$ cat src/rtl/sdram_init_pkg.sv
package sdram_init_pkg;

  // {cs_n, ras_n, cas_n, we_n}
  typedef enum logic [3:0] {
    CMD_NOP = 4'b0111,
    CMD_PRE = 4'b0010,
    CMD_REF = 4'b0001,
    CMD_LMR = 4'b0000
  } cmd_t;

  typedef enum logic [3:0] {
    S_PWR, S_PRE, S_W_RP, S_REF1, S_W_RF1,
    S_REF2, S_W_RF2, S_LMR, S_W_MRD, S_DONE
  } seq_t;

  // Round a nanosecond minimum up to whole cycles, at least one.
  function automatic int unsigned ns_to_cyc(input int unsigned t_ns,
                                            input int unsigned f_mhz);
    longint unsigned prod;
    prod = (longint'(t_ns) * longint'(f_mhz) + 64'd999) / 64'd1000;
    if (prod < 1) prod = 1;
    return int'(prod);
  endfunction

endpackage

$ cat src/rtl/sdram_init_ctrl.sv
module sdram_init_ctrl
  import sdram_init_pkg::*;
#(
  parameter int unsigned N_PWR = 10000,
  parameter int unsigned N_RP  = 2,
  parameter int unsigned N_RFC = 7,
  parameter int unsigned N_MRD = 1
) (
  input  logic clk,
  input  logic rst,
  output cmd_t cmd,
  output logic done
);
  localparam int unsigned N_A   = (N_PWR > N_RFC) ? N_PWR : N_RFC;
  localparam int unsigned N_B   = (N_RP > N_MRD) ? N_RP : N_MRD;
  localparam int unsigned N_MAX = (N_A > N_B) ? N_A : N_B;
  localparam int unsigned CNT_W = $clog2(N_MAX) + 1;

  // Preload for a wait state that covers the N-1 cycles after a command.
  localparam logic [CNT_W-1:0] LD_PWR = CNT_W'(N_PWR - 1);
  localparam logic [CNT_W-1:0] LD_RP  = CNT_W'((N_RP  > 1) ? N_RP  - 2 : 0);
  localparam logic [CNT_W-1:0] LD_RFC = CNT_W'((N_RFC > 1) ? N_RFC - 2 : 0);
  localparam logic [CNT_W-1:0] LD_MRD = CNT_W'((N_MRD > 1) ? N_MRD - 2 : 0);

  seq_t             state;
  logic [CNT_W-1:0] cnt;
  logic             cnt_zero;

  assign cnt_zero = (cnt == '0);

  always_ff @(posedge clk) begin
    if (rst) begin
      state <= S_PWR;
      cnt   <= LD_PWR;
    end else begin
      unique case (state)
        S_PWR:   if (cnt_zero) state <= S_PRE; else cnt <= cnt - 1'b1;
        S_PRE:   if (N_RP > 1) begin state <= S_W_RP; cnt <= LD_RP; end
                 else state <= S_REF1;
        S_W_RP:  if (cnt_zero) state <= S_REF1; else cnt <= cnt - 1'b1;
        S_REF1:  if (N_RFC > 1) begin state <= S_W_RF1; cnt <= LD_RFC; end
                 else state <= S_REF2;
        S_W_RF1: if (cnt_zero) state <= S_REF2; else cnt <= cnt - 1'b1;
        S_REF2:  if (N_RFC > 1) begin state <= S_W_RF2; cnt <= LD_RFC; end
                 else state <= S_LMR;
        S_W_RF2: if (cnt_zero) state <= S_LMR; else cnt <= cnt - 1'b1;
        S_LMR:   if (N_MRD > 1) begin state <= S_W_MRD; cnt <= LD_MRD; end
                 else state <= S_DONE;
        S_W_MRD: if (cnt_zero) state <= S_DONE; else cnt <= cnt - 1'b1;
        S_DONE:  state <= S_DONE;
        default: state <= S_PWR;
      endcase
    end
  end

  always_comb begin
    unique case (state)
      S_PRE:         cmd = CMD_PRE;
      S_REF1, S_REF2: cmd = CMD_REF;
      S_LMR:         cmd = CMD_LMR;
      default:       cmd = CMD_NOP;
    endcase
  end

  assign done = (state == S_DONE);

endmodule

$ cat src/rtl/sdram_cmd_drive.sv
module sdram_cmd_drive
  import sdram_init_pkg::*;
#(
  parameter int unsigned ADDR_W = 13,
  parameter int unsigned BA_W   = 2,
  parameter logic [ADDR_W-1:0] MODE_WORD = '0
) (
  input  cmd_t              cmd,
  output logic              cs_n,
  output logic              ras_n,
  output logic              cas_n,
  output logic              we_n,
  output logic [ADDR_W-1:0] addr,
  output logic [BA_W-1:0]   ba
);
  localparam logic [ADDR_W-1:0] ALL_BANKS = ADDR_W'(1) << 10;

  assign {cs_n, ras_n, cas_n, we_n} = cmd;
  assign ba = '0;

  always_comb begin
    unique case (cmd)
      CMD_PRE: addr = ALL_BANKS;
      CMD_LMR: addr = MODE_WORD;
      default: addr = '0;
    endcase
  end

endmodule

$ cat src/rtl/sdram_dqm_gate.sv
module sdram_dqm_gate #(
  parameter int unsigned LANES = 2
) (
  input  logic             done,
  input  logic [LANES-1:0] byte_en,
  output logic [LANES-1:0] dqm
);
  for (genvar g = 0; g < LANES; g++) begin : g_lane
    assign dqm[g] = ~(done & byte_en[g]);
  end
endmodule

$ cat src/rtl/sdram_init_seq.sv
module sdram_init_seq
  import sdram_init_pkg::*;
#(
  parameter int unsigned CLK_MHZ   = 100,
  parameter int unsigned T_PWR_NS  = 100000,
  parameter int unsigned T_RP_NS   = 20,
  parameter int unsigned T_RFC_NS  = 63,
  parameter int unsigned MRD_CYC   = 1,
  parameter int unsigned ADDR_W    = 13,
  parameter int unsigned BA_W      = 2,
  parameter logic [ADDR_W-1:0] MODE_WORD = 13'h030
) (
  input  logic              clk,
  input  logic              rst,
  input  logic [1:0]        byte_en,
  output logic              cs_n,
  output logic              ras_n,
  output logic              cas_n,
  output logic              we_n,
  output logic [ADDR_W-1:0] addr,
  output logic [BA_W-1:0]   ba,
  output logic [1:0]        dqm,
  output logic              init_done
);
  localparam int unsigned N_PWR = ns_to_cyc(T_PWR_NS, CLK_MHZ);
  localparam int unsigned N_RP  = ns_to_cyc(T_RP_NS, CLK_MHZ);
  localparam int unsigned N_RFC = ns_to_cyc(T_RFC_NS, CLK_MHZ);
  localparam int unsigned N_MRD = (MRD_CYC < 1) ? 1 : MRD_CYC;

  cmd_t cmd;

  sdram_init_ctrl #(
    .N_PWR(N_PWR), .N_RP(N_RP), .N_RFC(N_RFC), .N_MRD(N_MRD)
  ) u_ctrl (
    .clk(clk), .rst(rst), .cmd(cmd), .done(init_done)
  );

  sdram_cmd_drive #(
    .ADDR_W(ADDR_W), .BA_W(BA_W), .MODE_WORD(MODE_WORD)
  ) u_drive (
    .cmd(cmd), .cs_n(cs_n), .ras_n(ras_n), .cas_n(cas_n), .we_n(we_n),
    .addr(addr), .ba(ba)
  );

  sdram_dqm_gate #(.LANES(2)) u_dqm (
    .done(init_done), .byte_en(byte_en), .dqm(dqm)
  );

endmodule

$ cat config.mk
export PLATFORM = sky130hd
export DESIGN_NAME = sdram_init_seq
export DESIGN_NICKNAME = d
export VERILOG_FILES = /design/src/rtl/sdram_init_pkg.sv /design/src/rtl/sdram_init_ctrl.sv /design/src/rtl/sdram_cmd_drive.sv /design/src/rtl/sdram_dqm_gate.sv /design/src/rtl/sdram_init_seq.sv
export SDC_FILE = /design/constraint.sdc
export NUM_CORES = 1
export LEC_CHECK = 0
export ABC_AREA = 1
export BUFFER_PORTS_ARGS = -buffer_cell sky130_fd_sc_hd__buf_2
export CORE_ASPECT_RATIO = 0.75
export CORE_UTILIZATION = 45
export CTS_CLUSTER_DIAMETER = 40
export CTS_CLUSTER_SIZE = 28
export DETAILED_ROUTE_END_ITERATION = 8
export GPL_ROUTABILITY_DRIVEN = 0
export PLACE_DENSITY = 0.65
export SLEW_MARGIN = 5
export SYNTH_ARGS = -nofsm -noshare
export SYNTH_HDL_FRONTEND = slang
export SYNTH_SLANG_ARGS = --single-unit
export TNS_END_PERCENT = 100
$ cat constraint.sdc
create_clock -name clk -period 4 [get_ports clk]
set_clock_uncertainty 0.15 [all_clocks]
set_input_delay 0.8 -clock clk [delete_from_list [all_inputs] [get_ports clk]]
set_output_delay 0.8 -clock clk [all_outputs]
set_load 0.01 [all_outputs]
# Word-level counts from Yosys, hierarchy flattened
# Index checks and enable logic that the tools add are counted.
totals:
  reg_bits: 19
  input_bits: 4
  out_inout_bits: 22
  wordCells: 42
op_classes:
  addsub: 1
  eq_ne: 16
  n_mux: 10
  bitwise: 4
  n_reduce_logical: 9
ops:
  columns: ["cell", "count"]
  rows:
  - ["$pmux 15 s3", 1]
  - ["$pmux 4 s9", 1]
  - ["$pmux 11 s2", 1]
  - ["$mux 4", 5]
  - ["$eq 4x3->1 const B", 4]
  - ["$logic_not 15->1", 1]
  - ["$mux 15", 1]
  - ["$sub 15x1->15 const B", 1]
  - ["$ne 2x1->1 const B", 5]
  - ["$pmux 3 s3", 1]
  - ["$eq 4x2->1 const B", 2]
  - ["$eq 4x4->1 const B", 2]
  - ["$logic_not 4->1", 2]
  - ["$reduce_and 5->1", 1]
  - ["$reduce_or 5->1", 1]
  - ["$eq 4x1->1 const B", 1]
  - ["$reduce_or 2->1", 2]
  - ["$eq 3x2->1 const B", 1]
  - ["$reduce_bool 3->1", 1]
  - ["$and 1x1->1", 2]
  - ["$ne 2x2->1 const B", 1]
  - ["$not 1->1", 2]
  - ["$reduce_and 2->1", 1]

# Depth between registers and ports, before layout
# Gate-level depths: netlist of the first run.
depth:
  ltp_word: 5
  ltp_mapped: 11
  ltp_nobuf: 11

# Hierarchy
# From an unflattened synthesis of the first run, not the netlist that was laid out.
hier_totals:
  cells_unflattened: 215
  hier_area_um2: 1386.3
modules_own_cells:
  columns: ["module", "instances", "cells_per_inst", "area_each_um2", "seq_area_each_um2"]
  rows:
  - ["sdram_init_ctrl", 1, 186, 1208.7, 380.4]
  - ["sdram_cmd_drive", 1, 27, 170.2, 0.0]
  - ["sdram_dqm_gate", 1, 2, 7.5, 0.0]

# Least setup slack after synthesis of the first run
# OpenSTA, ideal clock, no wires.
synth_timing:
  path_kind: "register to output"
  startpoint: "reg u_ctrl.state[1]"
  endpoint: "out dqm[0]"
  arrival_time_ns: 1.048
  required_ns: 3.050
  slack_ns: 2.002
  stages_incl_launch_ff: 5
  path_cell_list: "dfxtp_1 inv_1 nand2_2 nor3_1 nand2_1"
synth_between:
  elab_chain_cells: 3
synth_lines:
  columns: ["element", "line_no", "text"]
  rows:
  - ["start, declared", "sdram_init_ctrl.sv:25", "seq_t state;"]
  - ["start signal, assigned", "sdram_init_ctrl.sv:33", "state <= S_PWR;"]
  - ["start signal, assigned", "sdram_init_ctrl.sv:37", "S_PWR: if (cnt_zero) state <= S_PRE; else cnt <= cnt - 1'b1;"]
  - ["start signal, assigned", "sdram_init_ctrl.sv:38", "S_PRE: if (N_RP > 1) begin state <= S_W_RP; cnt <= LD_RP; end"]
  - ["$eq 4x4->1", "sdram_init_ctrl.sv:65", "assign done = (state == S_DONE);"]
  - ["net init_done", "sdram_init_seq.sv:23", "output logic init_done"]
  - ["$and 1x1->1", "sdram_dqm_gate.sv:9", "assign dqm[g] = ~(done & byte_en[g]);"]
  - ["$not 1->1", "sdram_dqm_gate.sv:9", null]
  - ["end, declared", "sdram_init_seq.sv:22", "output logic [1:0] dqm,"]
# The timed path passes the listed nets, and every way through them passes these cells.

# Final worst setup path of the first run
layout_timing:
  startpoint: "reg u_ctrl.state[1]"
  endpoint: "out dqm[1]"
layout_between:
  elab_chain_cells: 3
layout_lines:
  columns: ["element", "line_no"]
  rows:
  - ["$eq 4x4->1", "sdram_init_ctrl.sv:65"]
  - ["$and 1x1->1", "sdram_dqm_gate.sv:9"]
  - ["$not 1->1", "sdram_dqm_gate.sv:9"]
# Every way passes these cells.

==> impl_metrics.ini, run 1 <==
[power]
ir_worst_vdd_uv = 176
power.static_leakage_nw = 0.594
pwr_density_cell_nw_per_um2 = 247

[clock_tree]
path_clk_slew_ns = 0.07
cts_buffers = 3
insertion_delay_ns = 0.26
clock_path_buffers = 2
clock_sinks = 19
cts-root-buf = clkbuf_8
post_cts_buffers = 0
cts_resized = 0
cts_tree = yes
hold_buffers = 0
cts.htree.levels = 1

[sta]
maxSlewViolCount = 0
hold_viol_final = 0
rsz0062_at_grt = no
fin_crit_ns = 2.26
fin_setup_tns_ns = 0
timing.final.crit_share_pct = 56.5
setup_viol = 0
max_freq_mhz = 442

[setup_path]
cp_cell_sequence = inv_1, nand2_2, nor3_1, nand2_1, buf_2
cp.arrival_ns = 1.31
path_max_fanout = 4
crit_path_top_delay_cell = dfxtp_1
crit_type = reg2out
cp-start-kind = flop
r2r_start = u_ctrl.cnt[0]$_SDFFE_PP1P_
required_ns = 3.05
worst_setup_path_end_kind = primary output
r2r_slack_ns = 2.17
slowest_delay_ns = 0.35
crit_start = u_ctrl.state[1]$_SDFFE_PP0P_

[synthesis]
synth_area_um2 = 1340
async_flop_share_pct = 0
synth_top_cell_by_area = dfxtp_1
synth_xor_area_share_pct = 1.96
yosys.area.top_type_share_pct = 28.3
synth-seq-cells = 19
synth_top_family_by_area = simple AND/OR/NAND/NOR gates
seq_area_frac_synth_pct = 28.3
synth_mux_area_share_pct = 0
synth_compound_area_share_pct = 7.74
syn_inst = 205
synthAdderAreaFrac_pct = 0.932
yosysUniqueCellTypes = 33
yosysWarnings = 0
synthSimpleGateAreaFrac_pct = 45.8
synth_area_leaders = dfxtp_1 28%, nand2_1 13%, nor2_1 11%
synth_edf_count = 0
synth_area_per_cell_um2 = 6.55
ys.flop_type = dfxtp_1

[outcome]
status = completed

[grt]
overflow = 0
antenna_found_initial = 0
track_usage_pct = 20.6
grt_pass1_wl_um = 5170
grt_max_degree = 16
grt_pass1_vias = 1134

[floorplan]
die_height_um = 49.3
die_w_um = 65.1
dieArea_um2 = 3210
rows = 16
ioPinCount = 26
coreArea_um2 = 2720
start_util_pct = 49.3

[worst_hold_path]
holdCritStartpoint = u_ctrl.cnt[1]$_SDFFE_PP1P_
hold_class = reg2reg

[drt]
drt_iter0_drc = 104
route.detailed.drc = 0
via_per_inst = 4.94
num_vias = 1244
wl_um = 2860
detail-route-antenna-nets = 0
dr.pass1.iters = 4
wire_per_inst_um = 11.4

[layout]
num_antenna_cells = 0
drive_above_1_share_pct = 19.0
syn2layout_area_growth_pct = 4.75
fillCellCount = 283
final_cells = 252
nets = 222
final_util_pct = 51.7

[place]
numPortBuffers = 12
hpwl_um = 2210
dp_cells = 248

[job]
drv_cap = 0
[synth_stat cells (2+ instances only)]
master	instances
buf_4	14
nand3_2	2
o21ai_2	2
nand2_2	3
nor2_1	41
a21oi_2	3
nand2_4	3
xor2_1	3
nor3_1	2
inv_1	16
nor2_2	6
nand2_1	48
nor2_4	2
nand4_1	3
dfxtp_1	19
nand3_1	20
buf_6	2
[per-layer routing]
| layer | routed length [µm] | share of wire [%] | track usage [%] |
|---|---|---|---|
| met1 | 1460 | 51 | 29.4 |
| met4 | 15 | 0.52 | 2.54 |
| met5 | 0 | 0 | 0 |
| met2 | 1210 | 42 | 31.9 |
| met3 | 177 | 6.2 | 4.91 |
[logic make-up after synthesis]
group                    count (synthesis)
XOR/XNOR                                 3
adder cells (fa/ha/maj)                  1
AO/OA/AOI/OAI                           13
other                                    1
flip-flops                              19
AND/OR/NAND/NOR                        133
buffers and inverters                   35
[worst max-delay path, delay by kind of cell (launching register included)]
family	cells	cell delay, ns
buffers and inverters	2	0.26
DFF	1	0.35
and+or+nand+nor	3	0.46
[final cells by class]
type                       count  area, µm²  share of cell area (%)
clock buffer                   4       45.0                    3.20
inverter                      18       70.1                    4.98
multi-input combinational    163        806                    57.3
sequential                    19        380                    27.0
tap                           36       45.0                    3.20
timing repair buffer          12       60.1                    4.27
[path summary, 6_finish.rpt]
check | endpoint | cells after the start
worst max register to register | u_ctrl.cnt[12]$_SDFFE_PP0P_ | 9
worst max-delay path | dqm[1] | 5
worst min register to register | u_ctrl.cnt[1]$_SDFFE_PP1P_ | 2
worst min-delay path | u_ctrl.cnt[1]$_SDFFE_PP1P_ | 2
[state kept, by name, summed over array words and instances (netlist names)]
name	cells
u_ctrl.cnt	15
u_ctrl.state	4
[cell usage in the layout (no fill, tap or decap), drive strengths merged, types with 2 or more instances in the layout]
master,Yosys,routed
nor2,49,49
dfxtp,19,19
a21oi,4,4
xor2,3,3
conb,1,13
o21ai,4,4
buf,16,12
nand2,54,54
nand3,22,22
clkbuf,1,4
o211ai,2,2
or2,2,2
nand4,3,3
inv,18,18
o21bai,2,2
nor3,2,2
[report_power, final]
part           internal (mW)  switching (mW)  leakage [nW]
Clock                 0.0709          0.0636        0.0228
Sequential             0.192         0.00181         0.154
Combinational        0.00508          0.0141         0.417
Total                  0.268          0.0796         0.594
[stage by stage]
stage | cell area, µm² | hold slack, ns | power, mW | worst slack (ns)
after floorplan | 1390 | 0.318 | 0.222 | 2.00
final | 1410 | 0.355 | 0.347 | 1.74
after CTS | 1410 | 0.362 | 0.353 | 1.72
after global routing | 1410 | 0.398 | 0.363 | 1.57
after global placement | 1360 | 0.341 | 0.216 | 1.99
after detailed placement | 1360 | 0.346 | 0.217 | 1.98
Power figures use the tool's default switching activity.
==> inputs of run 2 (changes only) <==
Clock period 4 ns to 2.33 ns, I/O delays scaled along.
==> run 2 against run 1 <==
Clock-buffer cell count is the same. Clock power up 72%. Core utilization unchanged. Worst setup slack got worse by 1.4 ns. Non-clock buffer count did not move. Flip-flop and latch count did not move. Register-to-register slack worse by 1.7 ns. Via count down 1.8%. Sequential share of layout area is the same. Critical endpoint is now dqm[0].
==> impl_metrics.ini, run 2 (synthesized netlist as in run 1, its figures left out) <==
[sta]
fin_crit_ns = 2.00
fin_setup_tns_ns = 0
maxSlewViolCount = 0
hold_slack_ns = 0.367
setup_viol = 0
max_freq_mhz = 499
timing.final.crit_share_pct = 86.0
fin_ws_ns = 0.326
rsz0062_at_grt = no
hold_viol_final = 0

[layout]
stdcell_area_um2 = 1410
fillCellCount = 266
syn2layout_area_growth_pct = 4.75
final_cells = 252
top_register = u_ctrl.cnt
nets = 222
largest_register_ffs = 15
layout_common_cells = 48 x nand2_1, 41 x nor2_1, 20 x nand3_1, 19 x dfxtp_1, 16 x inv_1
num_antenna_cells = 0
final_util_pct = 51.7
mostFrequentLayoutCell = nand2_1
drive_above_1_share_pct = 19.0
reg.largest.list = u_ctrl.cnt x15, u_ctrl.state x4

[worst_hold_path]
min_path_cells = 2
hold_class = reg2reg

[drt]
via_per_inst = 4.85
drt_iter0_drc = 135
wire_per_inst_um = 11.6
dr.pass1.iters = 4
wl_um = 2920
num_vias = 1221
route.detailed.drc = 0
detail-route-antenna-nets = 0

[power]
finalPower_mw = 0.597
ir_worst_vdd_uv = 277
power.static_leakage_nw = 0.594
pwr_density_cell_nw_per_um2 = 425

[place]
dpl_cell_area_um2 = 1360
hpwl_um = 2210
dp_cells = 248
preCtsSetupSlack_ns = 0.510
numPortBuffers = 12

[clock_tree]
cts-root-buf = clkbuf_8
hold_buffers = 0
clock_sinks = 19
clock_path_buffers = 2
cts_tree = yes
path_clk_slew_ns = 0.07
insertion_delay_ns = 0.26
post_cts_buffers = 0
cts.htree.levels = 1
cts_buffers = 3
cts_resized = 0

[floorplan]
die_height_um = 49.3
ioPinCount = 26
die_w_um = 65.1
dieArea_um2 = 3210
start_util_pct = 49.3
coreArea_um2 = 2720
rows = 16

[outcome]
status = completed

[setup_path]
critPathBufInv = 2
worst-path-stages = 5
required_ns = 1.71
cp_cell_sequence = inv_1, nand2_2, nor3_1, nand2_1, buf_2
cp-start-kind = flop
path_max_fanout = 4
worst_r2r_path_depth = 9
cp.arrival_ns = 1.39
path_delay_family = simple AND/OR/NAND/NOR gates
worst_setup_path_end_kind = primary output
crit_type = reg2out
crit_path_top_delay_cell = dfxtp_1
slowest_delay_ns = 0.35

[grt]
track_usage_pct = 20.5
overflow = 0
antenna_found_initial = 0
grt_pass1_wl_um = 5040
grt_pass1_vias = 1064
grt_max_degree = 16

[job]
drv_cap = 0
run 2: cell counts in the layout (fill, tap and decap cells not counted):
Identical to the previous run, type by type.
run 2: path summary, 6_finish.rpt:
kind                           startpoint                           to  slack (ns)
min            u_ctrl.cnt[1]$_SDFFE_PP1P_   u_ctrl.cnt[1]$_SDFFE_PP1P_        0.37
max reg2reg    u_ctrl.cnt[0]$_SDFFE_PP1P_  u_ctrl.cnt[12]$_SDFFE_PP0P_        0.50
min reg2reg    u_ctrl.cnt[1]$_SDFFE_PP1P_   u_ctrl.cnt[1]$_SDFFE_PP1P_        0.37
max          u_ctrl.state[1]$_SDFFE_PP0P_                       dqm[0]        0.33
run 2: routing by layer:
layer  track usage, %  vias to the layer above  routed length [µm]
li1                 -                      640                   -
met1             30.1                      527                1530
met2             30.0                       50                1190
met3             5.84                        4                 182
met4             3.26                        0                  21
met5                0                        -                   0
run 2: where the power goes:
part | switching [mW] | internal (mW)
Clock | 0.109 | 0.122
Sequential | 0.00339 | 0.329
Combinational | 0.0251 | 0.00879
Total | 0.138 | 0.460
run 2: worst reg2reg max path: stages, from the launching register on:
cell	delay [ns]
dfxtp_1	0.32
inv_1	0.11
ha_1	0.22
nand2_1	0.13
nor2_1	0.20
nand3_1	0.13
nand2_2	0.25
nor2_1	0.09
nor2_1	0.09
nor2_1	0.05
run 2: layout make-up:
type                    instances  area [µm²]  share of cell area, %
well taps                      36        45.0                   3.20
clock buffers                   4        45.0                   3.20
flip-flops and latches         19         380                   27.0
repair buffers                 12        60.1                   4.27
multi-input cells             163         806                   57.3
inverters                      18        70.1                   4.98
